$ cat src/rtl/bcdadj_pkg.sv
package bcdadj_pkg;
   typedef enum logic {OP_SPLIT = 1'b0, OP_FOLD = 1'b1} adj_op_e;
   typedef enum logic {ST_IDLE = 1'b0, ST_DIV = 1'b1} adj_state_e;
   localparam int FLAG_N   = 6;
   localparam int FL_CARRY = 0;
   localparam int FL_PAR   = 1;
   localparam int FL_AUX   = 2;
   localparam int FL_ZERO  = 3;
   localparam int FL_SIGN  = 4;
   localparam int FL_OVF   = 5;
endpackage

$ cat src/rtl/bcdadj_divider.sv
module bcdadj_divider #(
   parameter int DATA_W = 8
) (
   input  logic              clk,
   input  logic              rst_n,
   input  logic              load_i,
   input  logic [DATA_W-1:0] dividend_i,
   input  logic [DATA_W-1:0] divisor_i,
   output logic              fin_o,
   output logic [DATA_W-1:0] quo_nx_o,
   output logic [DATA_W-1:0] rem_nx_o
);
   localparam int CNT_W = (DATA_W > 1) ? $clog2(DATA_W) : 1;
   localparam logic [CNT_W-1:0] LAST = CNT_W'(DATA_W - 1);

   logic              run_q;
   logic [CNT_W-1:0]  cnt_q;
   logic [DATA_W-1:0] quo_q, rem_q, dvs_q;
   logic [DATA_W:0]   shifted, trial;
   logic              fits;

   always_comb begin
      shifted  = {rem_q, quo_q[DATA_W-1]};
      trial    = shifted - {1'b0, dvs_q};
      fits     = ~trial[DATA_W];
      rem_nx_o = fits ? trial[DATA_W-1:0] : shifted[DATA_W-1:0];
      quo_nx_o = {quo_q[DATA_W-2:0], fits};
      fin_o    = run_q && (cnt_q == LAST);
   end

   always_ff @(posedge clk or negedge rst_n) begin
      if (!rst_n) begin
         run_q <= 1'b0;
         cnt_q <= '0;
         quo_q <= '0;
         rem_q <= '0;
         dvs_q <= '0;
      end else if (load_i) begin
         run_q <= 1'b1;
         cnt_q <= '0;
         quo_q <= dividend_i;
         rem_q <= '0;
         dvs_q <= divisor_i;
      end else if (run_q) begin
         quo_q <= quo_nx_o;
         rem_q <= rem_nx_o;
         cnt_q <= cnt_q + CNT_W'(1);
         if (fin_o) run_q <= 1'b0;
      end
   end
endmodule

$ cat src/rtl/bcdadj_fold.sv
module bcdadj_fold #(
   parameter int DATA_W = 8
) (
   input  logic [DATA_W-1:0] hi_i,
   input  logic [DATA_W-1:0] lo_i,
   input  logic [DATA_W-1:0] base_i,
   output logic [DATA_W-1:0] lo_o
);
   // Multiply-add in the byte width: the carry out is dropped on purpose
   always_comb lo_o = (hi_i * base_i) + lo_i;
endmodule

$ cat src/rtl/bcdadj_flags.sv
module bcdadj_flags
   import bcdadj_pkg::*;
#(
   parameter int DATA_W     = 8,
   parameter bit PARITY_EVEN = 1'b1
) (
   input  logic [DATA_W-1:0] val_i,
   output logic [FLAG_N-1:0] flags_o
);
   logic par_bit;

   generate
      if (PARITY_EVEN) begin : g_par_even
         assign par_bit = ~^val_i;
      end else begin : g_par_odd
         assign par_bit = ^val_i;
      end
   endgenerate

   always_comb begin
      flags_o           = '0;
      flags_o[FL_PAR]   = par_bit;
      flags_o[FL_ZERO]  = (val_i == '0);
      flags_o[FL_SIGN]  = val_i[DATA_W-1];
   end
endmodule

$ cat src/rtl/bcd_mdadj.sv
module bcd_mdadj
   import bcdadj_pkg::*;
#(
   parameter int DATA_W      = 8,
   parameter bit PARITY_EVEN = 1'b1,
   localparam int ACC_W      = 2 * DATA_W
) (
   input  logic              clk,
   input  logic              rst_n,
   input  logic              start_i,
   input  logic              op_sel_i,
   input  logic [ACC_W-1:0]  acc_i,
   input  logic [DATA_W-1:0] base_i,
   output logic              busy_o,
   output logic              done_o,
   output logic [ACC_W-1:0]  result_o,
   output logic [FLAG_N-1:0] flags_o,
   output logic              fault_o
);
   generate
      if (DATA_W < 2) begin : g_bad_width
         $error("bcd_mdadj: DATA_W must be at least 2");
      end
   endgenerate

   adj_state_e        state_q;
   logic [DATA_W-1:0] acc_hi, acc_lo;
   logic [DATA_W-1:0] fold_lo, quo_nx, rem_nx, flag_src;
   logic [FLAG_N-1:0] flag_nx;
   logic              accept, is_split, zero_base, div_load, div_fin;

   assign acc_hi    = acc_i[ACC_W-1:DATA_W];
   assign acc_lo    = acc_i[DATA_W-1:0];
   assign accept    = start_i && (state_q == ST_IDLE);
   assign is_split  = (adj_op_e'(op_sel_i) == OP_SPLIT);
   assign zero_base = (base_i == '0);
   assign div_load  = accept && is_split && !zero_base;
   assign flag_src  = (state_q == ST_DIV) ? rem_nx : fold_lo;
   assign busy_o    = (state_q == ST_DIV);

   bcdadj_divider #(.DATA_W(DATA_W)) div_u (
      .clk        (clk),
      .rst_n      (rst_n),
      .load_i     (div_load),
      .dividend_i (acc_lo),
      .divisor_i  (base_i),
      .fin_o      (div_fin),
      .quo_nx_o   (quo_nx),
      .rem_nx_o   (rem_nx)
   );

   bcdadj_fold #(.DATA_W(DATA_W)) fold_u (
      .hi_i   (acc_hi),
      .lo_i   (acc_lo),
      .base_i (base_i),
      .lo_o   (fold_lo)
   );

   bcdadj_flags #(.DATA_W(DATA_W), .PARITY_EVEN(PARITY_EVEN)) flg_u (
      .val_i   (flag_src),
      .flags_o (flag_nx)
   );

   always_ff @(posedge clk or negedge rst_n) begin
      if (!rst_n) begin
         state_q  <= ST_IDLE;
         done_o   <= 1'b0;
         fault_o  <= 1'b0;
         result_o <= '0;
         flags_o  <= '0;
      end else begin
         done_o  <= 1'b0;
         fault_o <= 1'b0;
         case (state_q)
            ST_IDLE: begin
               if (accept) begin
                  if (!is_split) begin
                     result_o <= {{DATA_W{1'b0}}, fold_lo};
                     flags_o  <= flag_nx;
                     done_o   <= 1'b1;
                  end else if (zero_base) begin
                     done_o  <= 1'b1;
                     fault_o <= 1'b1;
                  end else begin
                     state_q <= ST_DIV;
                  end
               end
            end
            ST_DIV: begin
               if (div_fin) begin
                  result_o <= {quo_nx, rem_nx};
                  flags_o  <= flag_nx;
                  done_o   <= 1'b1;
                  state_q  <= ST_IDLE;
               end
            end
            default: state_q <= ST_IDLE;
         endcase
      end
   end
endmodule

$ cat config.mk
export PLATFORM = sky130hd
export DESIGN_NAME = bcd_mdadj
export DESIGN_NICKNAME = d
export VERILOG_FILES = /design/src/rtl/bcdadj_pkg.sv /design/src/rtl/bcdadj_divider.sv /design/src/rtl/bcdadj_fold.sv /design/src/rtl/bcdadj_flags.sv /design/src/rtl/bcd_mdadj.sv
export SDC_FILE = /design/constraint.sdc
export NUM_CORES = 1
export LEC_CHECK = 0
export ABC_CLOCK_PERIOD_IN_PS = 3900
export CORE_MARGIN = 1.5
export CORE_UTILIZATION = 41
export CTS_BUF_LIST = sky130_fd_sc_hd__clkbuf_2
export DETAILED_ROUTE_END_ITERATION = 8
export PLACE_DENSITY = 0.71
export SLEW_MARGIN = 0
export SYNTH_ARGS = -nofsm -noshare
export SYNTH_HDL_FRONTEND = slang
export SYNTH_SLANG_ARGS = --single-unit
$ cat constraint.sdc
create_clock -name clk -period 3.9 [get_ports clk]
set_input_delay 1.17 -clock clk [delete_from_list [all_inputs] [get_ports clk]]
set_output_delay 1.17 -clock clk [all_outputs]
set_load 0.01 [all_outputs]
==> impl_metrics.py, run 1 <==
metrics = {
    "worst_setup_path": {
        "path_max_fanout": 4,
        "max_stage_delay_ps": 510,
        "critPathKind": "in2reg",
        "cp_num_buf_inv": 6,
        "critPathLaunch": "base_i[0]",
        "worstPathRequired_ps": 4270,
        "crit_path_top_delay_cell": "fa_1",
        "crit_path_frequent_cell": "ha_4",
        "end_kind": "flip-flop",
        "critical_path.top_delay_family": "adder cells",
        "crit_chain": "buf_6 > buf_6 > buf_6 > nand2_4 > fa_1 > inv_2 > ha_4 > ha_4 > inv_2 > fa_1 > inv_2 > ha_4 > fa_2 > a21o_1 > a21oi_2 > xnor3_1 > xnor3_1 > or2_1 > and2_4 > ha_4 > xnor2_2 > xnor2_1 > o21ai_1",
        "r2r-start": "div_u.quo_q[7]",
        "worstSetupStartpointType": "input port",
        "crit_arrival_ps": 5410,
    },
    "power": {
        "p_leak_uw": 0.002350,
        "power.density_nw_per_um2": 922.5,
        "power_uw": 4556,
        "ir_drop_mv": 0.6977,
    },
    "sta": {
        "layout_setup_ws_ps": -1144,
        "clock_skew_ps": 29.29,
        "min_period_over_period_pct": 129.3,
        "finalSetupViolCount": 6,
        "rsz0062_at_grt": "true",
        "fin_crit_ps": 5044,
        "fmax_mhz": 198.3,
        "hold_viol": 0,
        "relSlewSlack_pct": 25.48,
        "maxSlewViolCount": 0,
        "tightest_slew_ps": 1118,
    },
    "placement": {
        "placedCellCount": 590,
        "place.gp.congestion": 0.9127,
        "io_buffers": 49,
        "hpwl_mm": 7.586,
    },
    "logic_synthesis": {
        "ys_seq_area_share_pct": 32.22,
        "synthXorXnorAreaFrac_pct": 6.016,
        "synth_compound_area_share_pct": 15.75,
        "synth-simple-area-share_pct": 13.77,
        "synth-edff-count": 0,
        "async_reset_ff_share_pct": 100.0,
        "synth.mux.area_fraction_pct": 4.372,
        "ys_types": 50,
        "yosys_register_bits": 49,
        "syn_inst": 412,
        "synthAdderAreaFrac_pct": 20.18,
        "avgSynthCellArea_um2": 9.238,
        "ys.flop_type": "dfrtp_1",
        "syn_area_um2": 3806,
        "synth_top_family_by_area": "adder cells",
        "ys_warn_count": 0,
    },
    "clock_network": {
        "clk_pin_slew_ps": 260,
        "cts_tree": "yes",
        "cts_buffer_depth": 2,
        "h-tree-depth": 2,
        "clock_sinks": 49,
        "cts_buffers": 5,
        "clock_latency_ps": 440,
        "root_buffer": "clkbuf_2",
    },
    "floorplan": {
        "io_pins": 53,
        "num_rows": 34,
        "start_util_pct": 43.01,
        "coreArea_um2": 8848,
        "die_w_um": 99.35,
        "dieHeight_um": 99.35,
        "die_area_um2": 9870,
    },
    "cells_and_area": {
        "fill_cells": 786,
        "antenna_cells": 0,
        "final_cell_mix": "dfrtp_1 (49), buf_4 (44), nand2_1 (43), inv_1 (43), clkdlybuf4s50_1 (30)",
        "drive_gt1_share_pct": 23.95,
        "area_growth_pct": 29.75,
        "layout.cells.most_common": "dfrtp_1",
        "fin_cells": 609,
        "nets": 580,
    },
    "grt": {
        "grt_pass1_wl_mm": 16.55,
        "grt_overflow": 0,
        "antenna_found_initial": 0,
        "grt_usage_pct": 21.07,
        "grt_pass1_vias": 3441,
        "grt_max_degree": 50,
    },
    "min_path": {
        "hp-class": "reg2reg",
        "hp-start": "flags_o[3]",
    },
    "route": {
        "dr_total_vias": 3231,
        "finalWirelength_mm": 10.04,
        "routedWlPerCell_um": 16.49,
        "drc_errors": 0,
        "dr.pass1.iters": 4,
        "avgViaCountPerCell": 5.305,
        "drt_iter0_markers": 175,
        "ant_nets": 0,
    },
    "status": {
        "status": "complete, but fails checks",
        "violations": "setup timing",
    },
    "job": {
        "max_cap_viol_count": 0,
    },
}
==> layout make-up <==
| type | count | area, um^2 | area share [%] |
|---|---|---|---|
| Multi-Input combinational cell | 295 | 2512 | 50.87 |
| Sequential cell | 49 | 1226 | 24.83 |
| Timing Repair Buffer | 98 | 835.8 | 16.92 |
| Inverter | 53 | 198.9 | 4.028 |
| Tap cell | 108 | 135.1 | 2.736 |
| Clock buffer | 5 | 25.02 | 0.5067 |
| Clock inverter | 1 | 5.005 | 0.1013 |
==> worst min-delay path: cells and delay by family (launching register included) <==
kind,cells,cell delay (ps)
AND/OR/NAND/NOR,1,50
flip-flops,1,410
AO/OA/AOI/OAI,1,60
==> report_power, final <==
group	internal, uW	switching, uW
Sequential	740	178
Clock	36.6	165
Combinational	1700	1730
Total	2480	2070
==> state kept, by name, summed over array words and instances (netlist names) <==
register     cells
div_u.dvs_q      8
div_u.rem_q      8
div_u.run_q      1
result_o        16
busy_o           1
flags_o          2
done_o           1
div_u.quo_q      8
div_u.cnt_q      3
fault_o          1
==> what timing repair did <==
action	CTS	global route
setup endpoints to repair	6	6
hold buffers	0	0
pin swaps	21	21
gates resized for setup	71	24
cloned	0	0
setup buffers	11	3
==> synthesized netlist by cell type, types with 2 or more instances <==
library cell / number / area [um^2]
xor2_1: 5 / 43.79
mux2_2: 5 / 56.30
nor2_1: 23 / 86.33
buf_2: 3 / 15.01
o211ai_1: 2 / 15.01
clkbuf_1: 8 / 30.03
nand2_1: 50 / 187.7
nand2b_1: 3 / 18.77
o21ai_0: 29 / 145.1
a211oi_1: 4 / 30.03
a21oi_1: 11 / 55.05
and2_1: 14 / 87.58
xnor2_1: 16 / 140.1
xnor3_1: 2 / 45.04
fa_1: 19 / 380.4
mux2i_1: 11 / 110.1
nor2b_1: 2 / 12.51
dfrtp_1: 49 / 1226
or4_1: 3 / 22.52
nor4_1: 2 / 12.51
a22o_1: 10 / 87.58
buf_4: 4 / 30.03
a21o_1: 10 / 75.07
a21boi_0: 3 / 22.52
or3_1: 2 / 12.51
inv_1: 53 / 198.9
o21a_1: 5 / 37.54
nand3_1: 7 / 35.03
a31oi_1: 6 / 37.54
ha_1: 31 / 387.9
==> final timing paths <==
kind	to	slack (ps)	cells past startpoint
min in group asynchronous	flags_o[1]	900	1
max in group asynchronous	result_o[8]	2310	1
worst min-delay path	flags_o[3]	540	2
worst min register to register	flags_o[3]	540	2
worst max register to register	flags_o[1]	260	14
worst max-delay path	flags_o[1]	-1140	23
==> metal layers <==
layer  track usage [%]  part of all wire, %
met1             28.07                   45
met5                 0                    0
met2             36.25                   49
met3             3.373                  4.2
met4             4.767                  1.3
==> stage by stage <==
| stage | hold WS (ps) | instance area, um^2 | setup slack [ps] | utilization [%] | setup TNS, ps |
|---|---|---|---|---|---|
| 5_1_grt | 557.8 | 4938 | -1217 | 55.81 | -4818 |
| 6_report | 536.0 | 4938 | -1144 | 55.81 | -4410 |
| 3_5_place_dp | 486.8 | 4676 | -2133 | 52.84 | -9354 |
| 3_3_place_gp | 483.9 | 4676 | -2028 | 52.84 | -8981 |
| 2_1_floorplan | 487.5 | 3882 | -1372 | - | -3487 |
| 4_1_cts | 544.2 | 4846 | -1124 | 54.77 | -4129 |
==> kinds of logic after synthesis <==
logic type / after synthesis
simple gates: 113
compound gates: 90
buf+inv: 70
fa+ha+maj: 50
flops: 49
xor+xnor: 23
mux: 16
other cells: 1
(Power assumes the default switching activity.)
==> run 2: changes to the inputs <==
Settings changed: GPL_TIMING_DRIVEN from default to 0.
==> run 2 against run 1 <==
  * The flow still finishes with violations (setup timing)
  * Non-clock buffer count is 21 lower
  * Via count fell by 1.8%
  * Sequential power decreased by 2.6%
==> impl_metrics.py, run 2 (same netlist as run 1, synthesis figures left out) <==
metrics = {
    "cells_and_area": {
        "final_cell_mix": "dfrtp_1 (49), nand2_1 (43), inv_1 (41)",
        "fill_cells": 796,
        "multi_input_area_um2": 2436,
        "layout.cells.most_common": "dfrtp_1",
        "nets": 559,
        "largest_reg_flops": 16,
        "regArea_um2": 1226,
        "drive_gt1_share_pct": 18.67,
        "antenna_cells": 0,
        "area_growth_pct": 23.90,
        "largest_register": "result_o",
        "finalInstanceArea_um2": 4716,
    },
    "clock_network": {
        "clk_pin_slew_ps": 250,
        "h-tree-depth": 2,
        "cts_tree": "yes",
        "clock_sinks": 49,
        "cts_buffer_depth": 2,
        "clock_latency_ps": 440,
        "root_buffer": "clkbuf_2",
        "cts_buffers": 5,
    },
    "placement": {
        "hpwl_mm": 7.610,
        "io_buffers": 47,
        "place.gp.congestion": 0.8655,
        "placed_area_um2": 4503,
    },
    "worst_setup_path": {
        "critPathLaunch": "acc_i[14]",
        "r2r_setup_slack_ps": 380,
        "worstPathRequired_ps": 4250,
        "crit_arrival_ps": 5400,
        "crit_end": "flags_o[1]",
        "worstSetupStartpointType": "input port",
        "rr_worst_depth": 14,
        "r2r-start": "div_u.quo_q[7]",
        "critPathKind": "in2reg",
        "end_kind": "flip-flop",
        "path_max_fanout": 2,
        "reg2reg_to": "flags_o[1]",
    },
    "status": {
        "status": "complete, but fails checks",
        "violations": "setup timing",
    },
    "sta": {
        "tightest_slew_ps": 733.5,
        "worst_hold_slack_ps": 522.8,
        "maxSlewViolCount": 0,
        "fmax_mhz": 198.2,
        "rsz0062_at_grt": "true",
        "hold_viol": 0,
        "clock_skew_ps": 22.64,
        "fin_tns_setup_ps": -2783,
        "min_period_over_period_pct": 129.4,
        "fin_crit_ps": 5045,
        "finalSetupViolCount": 4,
        "layout_setup_ws_ps": -1145,
        "relSlewSlack_pct": 51.10,
    },
    "route": {
        "avgViaCountPerCell": 5.378,
        "finalWirelength_mm": 9.794,
        "drc_errors": 0,
        "ant_nets": 0,
        "dr_total_vias": 3173,
        "drt_iter0_markers": 175,
        "dr.pass1.iters": 4,
        "routedWlPerCell_um": 16.60,
    },
    "power": {
        "power.density_nw_per_um2": 925.7,
        "p_leak_uw": 0.002242,
        "ir_drop_mv": 0.6666,
    },
    "grt": {
        "grt_overflow": 0,
        "grt_max_degree": 26,
        "grt_pass1_wl_mm": 16.15,
        "antenna_found_initial": 0,
        "grt_pass1_vias": 3269,
        "grt_usage_pct": 20.77,
    },
    "floorplan": {
        "dieHeight_um": 99.35,
        "start_util_pct": 43.01,
        "die_w_um": 99.35,
        "io_pins": 53,
        "num_rows": 34,
        "coreArea_um2": 8848,
        "die_area_um2": 9870,
    },
    "job": {
        "max_cap_viol_count": 0,
    },
    "min_path": {
        "hp-class": "reg2reg",
    },
}
[run 2: worst min path at each step]
stage,cells after the start,startpoint,endpoint,slack [ps]
after floorplan,1,div_u.dvs_q[0],div_u.dvs_q[0],490
after global placement,2,flags_o[3],flags_o[3],480
after detailed placement,2,flags_o[3],flags_o[3],480
after global routing,1,result_o[9],result_o[9],560
final,2,result_o[5],result_o[5],520
after CTS,2,flags_o[3],flags_o[3],530
[run 2: power by group]
part | total, uW | switching, uW | internal [uW]
combinational | 3250 | 1700 | 1550
clock | 220 | 171 | 48.6
sequential | 894 | 154 | 741
[run 2: cell type report]
cell class,count,area share [%]
Timing Repair Buffer,60,11.86
Clock inverter,2,0.2919
Tap cell,108,2.865
Buffer,17,2.414
Clock buffer,6,0.6368
Multi-Input combinational cell,295,51.66
Inverter,53,4.272
Sequential cell,49,26.00
[run 2: critical path: stages]
cell             delay (ps)
clkdlybuf4s15_2         190
nand2_2                  50
fa_1                    470
fa_1                    520
inv_2                    40
fa_1                    490
inv_1                    50
fa_1                    520
inv_2                    50
ha_4                    210
a21oi_2                 140
xnor3_1                 230
xnor3_1                 220
or2_4                   280
and2_4                  150
ha_4                    270
xnor2_2                 110
xnor2_1                 140
o21ai_1                  70
[run 2: what timing repair did]
item / CTS / global route
gates resized for setup: 86 / 27
hold buffers: 0 / 0
setup endpoints to repair: 6 / 6
setup buffers: 8 / 4
pin swaps: 20 / 18
[run 2: per-stage QoR]
step	total power [uW]	util (%)	worst slack (ps)	std cells
global route	4761	53.29	-1260	590
global placement	3768	50.72	-2244	569
CTS	4307	52.40	-1203	586
floorplan	3063	-	-1372	414
finish	4366	53.29	-1145	590
detailed placement	3879	50.89	-2410	570
[run 2: routing by layer]
layer	track usage, %	part of all wire (%)
met5	0	0
met4	5.417	1.2
met3	3.162	5.8
met2	35.46	49
met1	27.69	44
==> run 3: changes to the inputs <==
Settings changed: ABC_CLOCK_PERIOD_IN_PS 3900 to 5000, CORE_UTILIZATION 41 to 50, PLACE_DENSITY 0.71 to 0.82, SKIP_LAST_GASP from default to 1.
Clock period 3.9 ns to 5 ns, I/O delays scaled along.
==> run 3 against run 2 <==
  * Critical path depth increased by 2
  * Worst setup slack improved by 660 ps
  * Non-clock buffer count fell by 4
  * Power shrank 21%
  * Sequential power decreased by 22%
  * Core utilization grew 11 points
  * The run still ends with setup timing left
  * Combinational power fell by 22%
  * Highest routed layer unchanged
  * Count of clock-buffer cells in the layout did not move
==> impl_metrics.py, run 3 (same netlist as run 1, synthesis figures left out) <==
metrics = {
    "status": {
        "status": "complete, but fails checks",
        "violations": "setup timing",
    },
    "grt": {
        "grt_overflow": 0,
        "grt_pass1_wl_mm": 16.39,
        "antenna_found_initial": 0,
        "grt_pass1_vias": 3359,
        "grt_max_degree": 32,
        "grt_usage_pct": 25.31,
    },
    "route": {
        "drc_errors": 0,
        "routedWlPerCell_um": 16.93,
        "dr_total_vias": 3167,
        "drt_iter0_markers": 146,
        "ant_nets": 0,
        "finalWirelength_mm": 9.769,
        "avgViaCountPerCell": 5.489,
        "dr.pass1.iters": 4,
    },
    "cells_and_area": {
        "largest_reg_flops": 16,
        "antenna_cells": 0,
        "regArea_um2": 1226,
        "nets": 555,
        "postLayoutCoreUtil_pct": 64.24,
        "drive_gt1_share_pct": 16.74,
        "layout.cells.most_common": "dfrtp_1",
        "final_cell_mix": "dfrtp_1 (49), nand2_1 (44), inv_1 (43)",
        "largest_register": "result_o",
        "area_growth_pct": 23.08,
        "finalInstanceArea_um2": 4684,
        "multi_input_area_um2": 2437,
        "fill_cells": 620,
        "fin_cells": 577,
    },
    "sta": {
        "layout_setup_ws_ps": -481.3,
        "min_period_over_period_pct": 109.6,
        "fmax_mhz": 182.4,
        "tightest_slew_ps": 668.1,
        "hold_viol": 0,
        "worst_hold_slack_ps": 525.0,
        "maxSlewViolCount": 0,
        "relSlewSlack_pct": 55.46,
        "fin_crit_ps": 5481,
        "clock_skew_ps": 37.43,
        "rsz0062_at_grt": "true",
        "finalSetupViolCount": 2,
    },
    "clock_network": {
        "clock_latency_ps": 450,
        "h-tree-depth": 2,
        "cts_tree": "yes",
        "root_buffer": "clkbuf_2",
        "clk_pin_slew_ps": 250,
        "cts_buffer_depth": 2,
        "clock_sinks": 49,
        "cts_buffers": 5,
    },
    "power": {
        "power.density_nw_per_um2": 736.2,
        "power_uw": 3449,
        "p_leak_uw": 0.002235,
        "ir_drop_mv": 0.5893,
    },
    "job": {
        "max_cap_viol_count": 0,
    },
    "floorplan": {
        "dieHeight_um": 90.25,
        "coreArea_um2": 7292,
        "num_rows": 31,
        "io_pins": 53,
        "die_area_um2": 8145,
        "start_util_pct": 52.20,
        "die_w_um": 90.25,
    },
    "placement": {
        "hpwl_mm": 7.647,
        "io_buffers": 47,
        "place.gp.congestion": 0.8702,
        "placed_area_um2": 4488,
        "placedCellCount": 561,
    },
    "worst_setup_path": {
        "crit_path_top_delay_cell": "fa_1",
        "worstSetupStartpointType": "input port",
        "critPathKind": "in2reg",
        "crit_chain": "buf_12 > buf_4 > and2_4 > fa_2 > ha_1 > ha_1 > inv_1 > fa_1 > inv_1 > ha_4 > fa_2 > a21o_1 > a21oi_4 > xnor3_1 > xnor3_1 > or2_1 > and2_4 > ha_4 > xnor2_2 > xnor2_1 > o21ai_1",
        "worstPathRequired_ps": 5360,
        "max_stage_delay_ps": 490,
        "crit_arrival_ps": 5850,
        "path_max_fanout": 6,
        "end_kind": "flip-flop",
    },
    "min_path": {
        "hp-class": "reg2reg",
    },
}
## run 3: changes by cell type in the layout (fill, tap and decap cells not counted), sizes merged
| cell | delta |
|---|---|
| clkbuf | +4 |
| dlygate4sd2 | -2 |
| buf | -8 |
| bufinv | +1 |
| inv | -1 |
| dlymetal6s2s | +2 |
## run 3: routing by layer
layer	vias up	part of all wire (%)	GRT usage, %
li1	1503	-	-
met1	1541	42	32.36
met2	101	51	43.75
met3	22	5.2	4.461
met4	0	2.3	7.672
met5	-	0	0
## run 3: path summary, 6_finish.rpt
check / from / endpoint / slack [ps] / depth (start not counted)
setup / recovery: base_i[1] / flags_o[1] / -480 / 21
hold / removal: result_o[5] / result_o[5] / 520 / 2
setup reg to reg: div_u.quo_q[7] / flags_o[1] / 1410 / 14
hold reg to reg: result_o[5] / result_o[5] / 520 / 2
max in group asynchronous: rst_n / div_u.rem_q[5] / 3510 / 2
min in group asynchronous: rst_n / flags_o[1] / 940 / 1
## run 3: final cells by class
class	count	area share, %
clock buffer	6	0.6410
tap	99	2.644
inverter	53	4.247
sequential	49	26.18
multi-input combinational	295	52.03
buffer	17	2.431
timing repair buffer	56	11.11
clock inverter	2	0.7212
## run 3: critical path: cells and delay by family
kind / cells / cell delay [ps]
XOR/XNOR: 4 / 770
AND/OR/NAND/NOR: 3 / 570
AO/OA/AOI/OAI: 3 / 440
buffers and inverters: 4 / 370
adder cells (fa/ha/maj): 7 / 2190
## run 3: stage by stage
step                worst slack (ps)  setup TNS, ps
finish                        -481.3         -628.3
global route                  -556.8         -807.6
CTS                           -516.3         -688.9
detailed placement             -1707          -4940
global placement               -1497          -4166
floorplan                     -603.8         -861.0
## run 3: repair_timing
action | in CTS | in global routing
setup endpoints to repair | 4 | 3
setup buffers | 7 | 1
gates resized for setup | 72 | 24
pin swaps | 22 | 15
hold buffers | 0 | 0
## run 3: report_power, final
| group | internal, uW | switching, uW | total (uW) |
|---|---|---|---|
| Combinational | 1200 | 1340 | 2540 |
| Sequential | 578 | 120 | 698 |
| Clock | 85.2 | 125 | 210 |
| Total | 1860 | 1590 | 3450 |
